$ cat src/rtl/apbMonPkg.sv
package apbMonPkg;

  typedef enum logic [1:0] {
    FAULT_NONE     = 2'd0,
    FAULT_STRAY_EN = 2'd1,
    FAULT_NO_ACC   = 2'd2,
    FAULT_UNSTABLE = 2'd3
  } faultKind_t;

  typedef struct packed {
    logic       capture;
    logic       emit;
    logic       raise;
    faultKind_t kind;
  } monStrobe_t;

endpackage

$ cat src/rtl/apbMonCtrl.sv
module apbMonCtrl
  import apbMonPkg::*;
(
  input  logic       clk,
  input  logic       rstN,
  input  logic       selIn,
  input  logic       enIn,
  input  logic       mismatch,
  output monStrobe_t strb
);

  typedef enum logic {PH_IDLE, PH_SETUP} phase_t;

  phase_t phase, phaseNext;

  always_comb begin
    strb      = '0;
    phaseNext = phase;
    case (phase)
      PH_IDLE: begin
        if (enIn) begin
          strb.raise = 1'b1;
          strb.kind  = FAULT_STRAY_EN;
        end else if (selIn) begin
          strb.capture = 1'b1;
          phaseNext    = PH_SETUP;
        end
      end
      PH_SETUP: begin
        if (selIn && enIn) begin
          if (mismatch) begin
            strb.raise = 1'b1;
            strb.kind  = FAULT_UNSTABLE;
          end else begin
            strb.emit = 1'b1;
          end
          phaseNext = PH_IDLE;
        end else begin
          strb.raise = 1'b1;
          strb.kind  = FAULT_NO_ACC;
          if (selIn && !enIn) begin
            strb.capture = 1'b1;
            phaseNext    = PH_SETUP;
          end else begin
            phaseNext = PH_IDLE;
          end
        end
      end
      default: phaseNext = PH_IDLE;
    endcase
  end

  always_ff @(posedge clk) begin
    if (!rstN) phase <= PH_IDLE;
    else       phase <= phaseNext;
  end

  // An emitted record must come from a setup seen on the previous edge
  assert_emit_after_setup_R2: assert property (@(posedge clk) disable iff (!rstN)
    strb.emit |-> $past(selIn && !enIn));

  // Enable while idle can never be accepted silently
  assert_idle_enable_flagged_R5: assert property (@(posedge clk) disable iff (!rstN)
    (enIn && !selIn) |-> (strb.raise && !strb.emit));

endmodule

$ cat src/rtl/apbMonData.sv
module apbMonData
  import apbMonPkg::*;
#(
  parameter int ADDR_W = 16,
  parameter int DATA_W = 32
) (
  input  logic              clk,
  input  logic              rstN,
  input  logic              wrIn,
  input  logic [ADDR_W-1:0] addrIn,
  input  logic [DATA_W-1:0] wdataIn,
  input  logic [DATA_W-1:0] rdataIn,
  input  monStrobe_t        strb,
  output logic              mismatch,
  output logic              recValid,
  output logic              recWrite,
  output logic [ADDR_W-1:0] recAddr,
  output logic [DATA_W-1:0] recData,
  output logic              errFlag,
  output logic [1:0]        errCode
);

  logic              capWr;
  logic [ADDR_W-1:0] capAddr;
  logic [DATA_W-1:0] capWd;

  always_comb begin
    mismatch = (addrIn != capAddr) || (wrIn != capWr) ||
               (capWr && (wdataIn != capWd));
  end

  always_ff @(posedge clk) begin
    if (!rstN) begin
      capWr   <= 1'b0;
      capAddr <= '0;
      capWd   <= '0;
    end else if (strb.capture) begin
      capWr   <= wrIn;
      capAddr <= addrIn;
      capWd   <= wdataIn;
    end
  end

  always_ff @(posedge clk) begin
    if (!rstN) begin
      recValid <= 1'b0;
      recWrite <= 1'b0;
      recAddr  <= '0;
      recData  <= '0;
    end else begin
      recValid <= strb.emit;
      if (strb.emit) begin
        recWrite <= capWr;
        recAddr  <= capAddr;
        recData  <= capWr ? capWd : rdataIn;
      end
    end
  end

  always_ff @(posedge clk) begin
    if (!rstN) begin
      errFlag <= 1'b0;
      errCode <= 2'd0;
    end else if (strb.raise && !errFlag) begin
      errFlag <= 1'b1;
      errCode <= strb.kind;
    end
  end

  assert_single_pulse_R4: assert property (@(posedge clk) disable iff (!rstN)
    recValid |=> !recValid);

  assert_sticky_fault_R8: assert property (@(posedge clk) disable iff (!rstN)
    errFlag |=> (errFlag && $stable(errCode)));

  assert_code_named_R8: assert property (@(posedge clk) disable iff (!rstN)
    errFlag |-> (errCode != 2'd0));

endmodule

$ cat src/rtl/apbXferMonitor.sv
module apbXferMonitor
  import apbMonPkg::*;
#(
  parameter int ADDR_W = 16,
  parameter int DATA_W = 32
) (
  input  logic              clk,
  input  logic              rstN,
  input  logic              selIn,
  input  logic              enIn,
  input  logic              wrIn,
  input  logic [ADDR_W-1:0] addrIn,
  input  logic [DATA_W-1:0] wdataIn,
  input  logic [DATA_W-1:0] rdataIn,
  output logic              recValid,
  output logic              recWrite,
  output logic [ADDR_W-1:0] recAddr,
  output logic [DATA_W-1:0] recData,
  output logic              errFlag,
  output logic [1:0]        errCode
);

  monStrobe_t strb;
  logic       mismatch;

  apbMonCtrl uCtrl (
    .clk      (clk),
    .rstN     (rstN),
    .selIn    (selIn),
    .enIn     (enIn),
    .mismatch (mismatch),
    .strb     (strb)
  );

  apbMonData #(.ADDR_W(ADDR_W), .DATA_W(DATA_W)) uData (
    .clk      (clk),
    .rstN     (rstN),
    .wrIn     (wrIn),
    .addrIn   (addrIn),
    .wdataIn  (wdataIn),
    .rdataIn  (rdataIn),
    .strb     (strb),
    .mismatch (mismatch),
    .recValid (recValid),
    .recWrite (recWrite),
    .recAddr  (recAddr),
    .recData  (recData),
    .errFlag  (errFlag),
    .errCode  (errCode)
  );

  assert_stray_enable_R5: assert property (@(posedge clk) disable iff (!rstN)
    (enIn && !selIn) |=> errFlag);

  assert_record_after_access_R2: assert property (@(posedge clk) disable iff (!rstN)
    recValid |-> $past(selIn && enIn));

  assert_write_data_R2: assert property (@(posedge clk) disable iff (!rstN)
    (recValid && recWrite) |-> (recData == $past(wdataIn)));

  assert_read_data_R3: assert property (@(posedge clk) disable iff (!rstN)
    (recValid && !recWrite) |-> (recData == $past(rdataIn)));

endmodule

$ cat config.mk
export PLATFORM = sky130hd
export DESIGN_NAME = apbXferMonitor
export DESIGN_NICKNAME = d
export VERILOG_FILES = /design/src/rtl/apbMonPkg.sv /design/src/rtl/apbMonCtrl.sv /design/src/rtl/apbMonData.sv /design/src/rtl/apbXferMonitor.sv
export SDC_FILE = /design/constraint.sdc
export NUM_CORES = 1
export LEC_CHECK = 0
export BUFFER_PORTS_ARGS = -buffer_cell sky130_fd_sc_hd__buf_4
export CAP_MARGIN = 5
export CELL_PAD_IN_SITES_DETAIL_PLACEMENT = 2
export CELL_PAD_IN_SITES_GLOBAL_PLACEMENT = 2
export CORE_ASPECT_RATIO = 0.9
export CORE_MARGIN = 3
export CORE_UTILIZATION = 29
export DETAILED_ROUTE_END_ITERATION = 6
export PLACE_DENSITY_LB_ADDON = 0.1
export SYNTH_ARGS = -nofsm -noshare
export SYNTH_HDL_FRONTEND = slang
export SYNTH_HIERARCHICAL = 1
export SYNTH_SLANG_ARGS = --single-unit
$ cat constraint.sdc
create_clock -name clk -period 2.1 [get_ports clk]
set_input_delay 0.315 -clock clk [delete_from_list [all_inputs] [get_ports clk]]
set_output_delay 0.315 -clock clk [all_outputs]
set_load 0.05 [all_outputs]
# Word-level counts from Yosys, hierarchy flattened
# Cells that the tools add are included.
totals:
  rom_bits: 0
  latchBits: 0
  inputBits: 85
  mem_bits_rw: 0
  output_inout_bits: 53
  elab_cells: 35
  register_bits: 103
  n_memories: 0
classes:
  reduce_logical: 8
  n_div: 0
  addsub: 0
  bitwise_logic: 1
  n_lt_le_gt_ge: 0
  n_shift: 0
  muxes: 13
  n_eq_ne: 3
  n_mul: 0
op_table:
  columns: ["operator", "count"]
  rows:
  - ["32-bit 2-to-1 mux", 1]
  - ["32-bit inequality test", 1]
  - ["16-bit inequality test", 1]
  - ["3-bit 2-to-1 mux", 3]
  - ["1-bit 2-to-1 mux", 7]
  - ["3-bit case mux with 2 select lines", 1]
  - ["1-bit logical AND", 4]
  - ["1-bit logical NOT", 2]
  - ["1-bit logical OR", 2]
  - ["1-bit case mux with 2 select lines", 1]
  - ["1-bit inequality test", 1]
  - ["1-bit inverter", 1]

# Logic depth before layout (Yosys ltp)
# Gate-level depths: netlist of run 1.
depth:
  word_depth: 7
  mapped_depth: 11
  depth_no_buf: 10

# Hierarchy
# The synthesis of run 1 kept the hierarchy.
by_module_without_submodules:
  columns: ["module", "cells_per_inst", "area_per_inst_um2", "seq_area_each_um2", "instances"]
  rows:
  - ["apbMonData", 434, 4631.9, 2042.0, 1]
  - ["apbMonCtrl", 11, 88.8, 20.0, 1]

# Worst setup path before layout of run 1
# No wires, ideal clock.
synth_timing:
  kind: "register to register"
  from: "register uData.capWd[22]"
  to: "register uData.recData[0]"
  slack_ps: -72
  stages_incl_launch_ff: 12
  required_ps: 1984
  arrival_ps: 2056
  synth_period_minus_slack_ps: 2172
  path_buffers: 3
  setup_time_ps: 116
  cell_sequence: "dfxtp_1 -> xor2_1 -> nor4_1 -> nand4_1 -> o21ai_1 -> nand3_1 -> and4b_4 -> buf_4 -> buf_4 -> buf_2 -> nand2_1 -> o211a_1"
synth_lines:
  columns: ["item", "line", "text"]
  rows:
  - ["start: declaration", "apbMonData.sv:25", "logic [DATA_W-1:0] capWd;"]
  - ["start signal: assignment", "apbMonData.sv:40", "capWd <= wdataIn;"]
  - ["end signal: assignment", "apbMonData.sv:55", "recData <= capWr ? capWd : rdataIn;"]
  - ["end: declaration", "apbMonData.sv:18", "output logic [DATA_W-1:0] recData,"]

==> results.md, run 1 <==
* Status: finished, violations left
* Violated checks: setup timing
* Synth area leader: dfxtp_1
* First-pass GRT wire length at 24,500 um
* Power per cell area at 615 nW/um2
* Flops & latches, synth at 103
* DP Wirelength at 11,200 um
* Critical Path Sink Type: flop
* Worst VDD drop at 0.000365 V
* Minimum clock period at 2.43 ns
* I/O pin total at 138
* WL/cell at 19.0 um
* CP dominant cell by count: buf_4
* DRT iter0 DRCs at 169
* Gate count of the mapped netlist at 445
* Root Buffer: clkbuf_16
* IO buf count at 137
* Post-DP Area at 6220 um2
* Count leader, synth: dfxtp_1
* Critical Path RT at 2.34 ns
* DR vias/cell at 4.71
* Crit Path Class: flop to flop
* Clock transition at the registers of the reported paths at 0.07 ns
* CTS buffer count at 9
* Hold WC Path Type: input pin to flop
* Crit-path max FO at 8
* Max Cap Viol at 0
* Vias in the first global route at 4,481
* GPL Wtd Cong at 0.738
* Hold WS at 0.244 ns
* Mean Syn Cell Area at 10.6 um2
* Clock buffer depth at 2
* Worst-Margin Slew at 0.646 ns
* Most frequent cells after synthesis: 103 x dfxtp_1, 100 x mux2i_1, 69 x nor2b_1, 34 x nand2_1, 34 x xor2_1
* Total GRT Usage at 0.176
* Die ar. at 17,800 um2
* CTS hold repair buffers at 0
* Layout cells sized above 1 at 0.364
* CTS Sinks at 103
* Wirelength, routed at 15,600 um
* Initial antenna violation count at 0
* Final Setup Violations at 53
* Worst EP arrival at 2.67 ns
* CTS tree: done
* Total negative slack at -14.86 ns
* Clock skew at 0.00897 ns
* Fin. max-slew vios at 0
* Largest net degree at the start of global routing at 51
* Clk_lat worst skew at 0.35 ns
* Initial core utilization at 0.302
* Synth Net Count at 530
* Final ANT Viol Nets at 0
* Layout area overhead at 43.2%
* Yosys cell types at 23
* RSZ-0062 raised after global routing: true
* Antenna cell count at 0
* Crit-path slowest cell: and4b_4
* Post-synth EDFFs at 0
* Horiz. Die Dim at 140 um
* Core footprint at 15,700 um2
* Die H at 127 um
* DR DRC count at 0
* Async SR Flop Fraction at 0
* Via count at 3,880
* Row count at 43
* Crit share post-route at 1.16
* Final setup margin at -0.329 ns
* Ys Warns at 6
* Crit-path max cell delay at 0.42 ns
* Most used DFF post-synth: dfxtp_1
* Fillers at 1,649
* Final core area utilization at 0.432
* Worst setup SP type: flop
* Post-Syn Area at 4720 um2
* Main area contributors after synthesis: dfxtp_1 44%, mux2i_1 21%, nor2b_1 9.1%
* Leakage at 3.04 nW
* Final hold violations at 0
* Crit-path cells: xor2_2, nor4_2, buf_4, nand4_1, o21ai_1, nand3_1, and4b_4, buf_4, buf_12, mux2i_1, nor2b_1
* Final nets at 704
* Htree depth at 3
* Total grt overflow at 0
* Maximum operating frequency at 412 MHz
* Fin area at 6760 um2
* Post-synth top area share at 0.437
* Pre-antenna DRT Iters at 4
* Relative slew slack at 0.569
* Seq/Total Area, Yosys at 0.437
[per-stage QoR]
| stage | power, mW | setup slack [ns] | instances |
|---|---|---|---|
| global route | 4.36 | -0.462 | 823 |
| CTS | 4.22 | -0.331 | 824 |
| global placement | 2.63 | -0.410 | 800 |
| finish | 4.16 | -0.329 | 823 |
| floorplan | 2.36 | -0.000213 | 445 |
| detailed placement | 2.66 | -0.535 | 800 |
[cell type report]
| type | count | area, um2 | area share |
|---|---|---|---|
| Tap cell | 202 | 253 | 0.0374 |
| Multi-Input combinational cell | 311 | 2570 | 0.380 |
| Clock buffer | 11 | 243 | 0.0359 |
| Timing Repair Buffer | 194 | 1620 | 0.239 |
| Clock inverter | 2 | 10.0 | 0.00148 |
| Sequential cell | 103 | 2070 | 0.306 |
[registers in the layout (all words and copies together), names as in the netlist]
register,flops
uData/capWd,32
uData/recWrite,1
uData/recValid,1
uData/recData,32
uData/errCode,2
uData/capAddr,16
uCtrl/phase,1
uData/recAddr,16
uData/errFlag,1
uData/capWr,1
[timing repair]
action | in CTS | in global routing
gates cloned | 4 | 0
pin swaps | 6 | 2
endpoints found under the setup margin | 53 | 53
setup buffers | 7 | 1
gates resized for setup | 26 | 14
[final timing paths]
kind	from	endpoint	slack [ns]	cells after the start
worst min-delay path	wdataIn[11]	uData/capWd[11]	0.24	3
worst max register to register	uData/capWd[12]	uData/recAddr[4]	-0.33	11
worst max-delay path	uData/capWd[12]	uData/recAddr[4]	-0.33	11
worst min register to register	uData/recData[16]	uData/recData[16]	0.48	1
[power breakdown]
| group | internal (mW) | switching [mW] |
|---|---|---|
| sequential | 2.00 | 0.0411 |
| combinational | 0.308 | 0.270 |
| clock | 0.814 | 0.720 |
| total | 3.12 | 1.03 |
[critical path: cells and delay by family (launching register included)]
family	cells	cell delay, ns
AO/OA/AOI/OAI	1	0.16
XOR/XNOR	1	0.16
buffers and inverters	3	0.44
flip-flops	1	0.34
multiplexers	1	0.19
AND/OR/NAND/NOR	5	1.03
[metal layers]
metal / global-route usage / vias to the layer above / wire [um]
met5: 0 / - / 0
met4: 0.0325 / 0 / 107
met3: 0.0528 / 9 / 768
met2: 0.303 / 86 / 7760
met1: 0.221 / 1918 / 7000
li1: - / 1867 / -
[cell usage in the layout (no fill, tap or decap), drive strengths merged]
| cell type | synthesis | layout |
|---|---|---|
| a21boi | 1 | 1 |
| nor2 | 2 | 2 |
| and4b | 1 | 1 |
| nand2 | 34 | 34 |
| mux2i | 100 | 100 |
| dfxtp | 103 | 103 |
| nand3 | 2 | 2 |
| xor2 | 34 | 34 |
| xnor2 | 15 | 15 |
| o21a | 2 | 2 |
| buf | 22 | 194 |
| clkinv | 0 | 2 |
| o21ai | 1 | 1 |
| nand4 | 5 | 5 |
| nor4 | 8 | 8 |
| o211a | 32 | 32 |
| nor3 | 2 | 2 |
| clkbuf | 9 | 11 |
| and2 | 2 | 2 |
| nor2b | 70 | 70 |
[logic make-up after synthesis]
group,share of synthesized area
muxes,0.212
AOI/OAI and AO/OA,0.0737
and+or+nand+nor,0.149
DFF,0.437
buffers and inverters,0.0371
xor gates and xnor gates,0.0909
Note: power is estimated with default switching activity, not from simulation.
==> run 2, diff against run 1 <==
==> constraint.sdc (replaced) <==
create_clock -name clk -period 2 [get_ports clk]
set_input_delay 0.3 -clock clk [delete_from_list [all_inputs] [get_ports clk]]
set_output_delay 0.3 -clock clk [all_outputs]
set_load 0.05 [all_outputs]
==> results.md, run 2 (synthesis gave the netlist of run 1 again) <==
* CTS tree: done
* Via count at 3,920 (+1.0%)
* Most common cell after layout, fill and taps aside: buf_4
* R2R Setup Slk at -0.32 ns (about the same)
* Crit-path max cell delay at 0.37 ns (-0.05 ns)
* Pre-antenna DRT Iters at 4 (unchanged)
* First-pass GRT wire length at 24,900 um (+1.9%)
* Root Buffer: clkbuf_16
* Power per cell area at 666 nW/um2 (+8.3%)
* Crit Path Class: flop to flop
* Wirelength, routed at 15,900 um (+1.7%)
* Final Setup Violations at 53 (unchanged)
* Initial antenna violation count at 0 (unchanged)
* Final core area utilization at 0.444 (+0.0126)
* RSZ-0062 raised after global routing: true
* Post-Place Setup Slack at -0.590 ns (-0.0555 ns)
* Clk_lat worst skew at 0.35 ns (about the same)
* Critical Path Sink Type: flop
* Hold WC Path Type: input pin to flop
* Max Cap Viol at 0 (unchanged)
* Clock transition at the registers of the reported paths at 0.07 ns (about the same)
* Largest regs: uData/capWd (32), uData/recData (32)
* IO buf count at 137 (unchanged)
* Pwr Total at 4.63 mW (+11%)
* Layout cells sized above 1 at 0.394 (+0.0301)
* Die H at 127 um (unchanged)
* Hold WS at 0.227 ns (-0.0176 ns)
* Htree depth at 3 (unchanged)
* I/O pin total at 138 (unchanged)
* Status: finished, violations left
* Most frequent cells in the layout: 192 x buf_4, 98 x mux2i_1, 90 x dfxtp_1, 68 x nor2b_1, 34 x nand2_1
* DR DRC count at 0 (unchanged)
* Worst-Margin Slew at 0.644 ns (-0.00283 ns)
* Horiz. Die Dim at 140 um (unchanged)
* CP dominant cell by count: buf_12
* WL/cell at 19.0 um (-0.24%)
* Total GRT Usage at 0.178 (+0.00214)
* Critical Path RT at 2.24 ns (-0.10 ns)
* Antenna cell count at 0 (unchanged)
* DR vias/cell at 4.67 (-0.90%)
* Final ANT Viol Nets at 0 (unchanged)
* Worst EP arrival at 2.57 ns (-0.10 ns)
* Crit-path cells: xnor2_1, nand4_1, nor3_1, buf_4, nand3_1, and4b_4, buf_12, buf_12, mux2i_1, nor2b_1
* Final setup margin at -0.325 ns (+0.00456 ns)
* Vias in the first global route at 4,489 (+0.18%)
* Die ar. at 17,800 um2 (unchanged)
* Initial core utilization at 0.302 (unchanged)
* Relative slew slack at 0.571 (+0.00189)
* Total grt overflow at 0 (unchanged)
* Worst VDD drop at 0.000491 V (+34%)
* GPL Wtd Cong at 0.703 (-4.8%)
* Clock buffer depth at 2 (unchanged)
* DRT iter0 DRCs at 118 (-30%)
* Maximum operating frequency at 430 MHz (+4.5%)
* Violated checks: setup timing
* WP buf/inv at 3 (unchanged)
* Final nets at 717 (+1.8%)
* Cell family with most CP delay: simple AND/OR/NAND/NOR gates
* Worst setup SP type: flop
* CTS Sinks at 103 (unchanged)
* Largest net degree at the start of global routing at 49 (-3.9%)
* Core footprint at 15,700 um2 (unchanged)
* Clock skew at 0.00712 ns (-0.00185 ns)
* Fin. max-slew vios at 0 (unchanged)
* Final hold violations at 0 (unchanged)
* Crit-path max FO at 6 (-2)
* Crit share post-route at 1.16 (+0.00555)
* Layout area overhead at 47.4%
* DP Wirelength at 11,600 um (+3.9%)
* Row count at 43 (unchanged)
* Crit-path slowest cell: and4b_4
* CTS buffer count at 9 (unchanged)
* Minimum clock period at 2.32 ns (-0.105 ns)
* Leakage at 3.11 nW (+2.1%)
[run 2: path summary, 6_finish.rpt]
check        cells past startpoint           endpoint         startpoint
min                              3   uData/capAddr[1]          addrIn[1]
min reg2reg                      1  uData/recData[13]  uData/recData[13]
max reg2reg                     10   uData/recAddr[5]   uData/capAddr[5]
max                             10   uData/recAddr[5]   uData/capAddr[5]
[run 2: layout make-up]
class | count | area, um2
Timing Repair Buffer | 207 | 1740
Clock buffer | 10 | 239
Sequential cell | 103 | 2080
Clock inverter | 6 | 67.6
Multi-Input combinational cell | 311 | 2580
Tap cell | 202 | 253
Fill cell | 1628 | 8700
[run 2: repair_timing]
item / 4_1_cts / 5_1_grt
gates resized for setup: 15 / 6
hold buffers: 0 / 0
pin swaps: 9 / 7
gates cloned: 2 / 1
buffers inserted: 5 / 0
setup endpoints to repair: 53 / 53
[run 2: routing by layer]
metal,vias to the layer above,track usage,wire [um]
li1,1893,-,-
met1,1931,0.229,7250
met2,90,0.301,7720
met3,6,0.0561,847
met4,0,0.0274,90
met5,-,0,0
[run 2: report_power, final]
| group | leakage (nW) | total, mW | switching (mW) | internal, mW |
|---|---|---|---|---|
| combinational | 2.12 | 0.644 | 0.296 | 0.348 |
| clock | 0.145 | 1.85 | 0.834 | 1.01 |
| sequential | 0.842 | 2.14 | 0.0399 | 2.10 |
[run 2: through the flow]
| step | setup TNS, ns | instances | area [um2] |
|---|---|---|---|
| CTS | -15.00 | 838 | 6910 |
| global route | -23.73 | 839 | 6960 |
| finish | -13.89 | 839 | 6960 |
| detailed placement | -26.51 | 816 | 6410 |
| global placement | -25.17 | 816 | 6410 |
| floorplan | -1.59 | 445 | 4780 |
[run 2: tightest hold or removal path: stages]
cell and delay [ns]:
buf_4 0.09, mux2i_1 0.06, nor2b_1 0.10
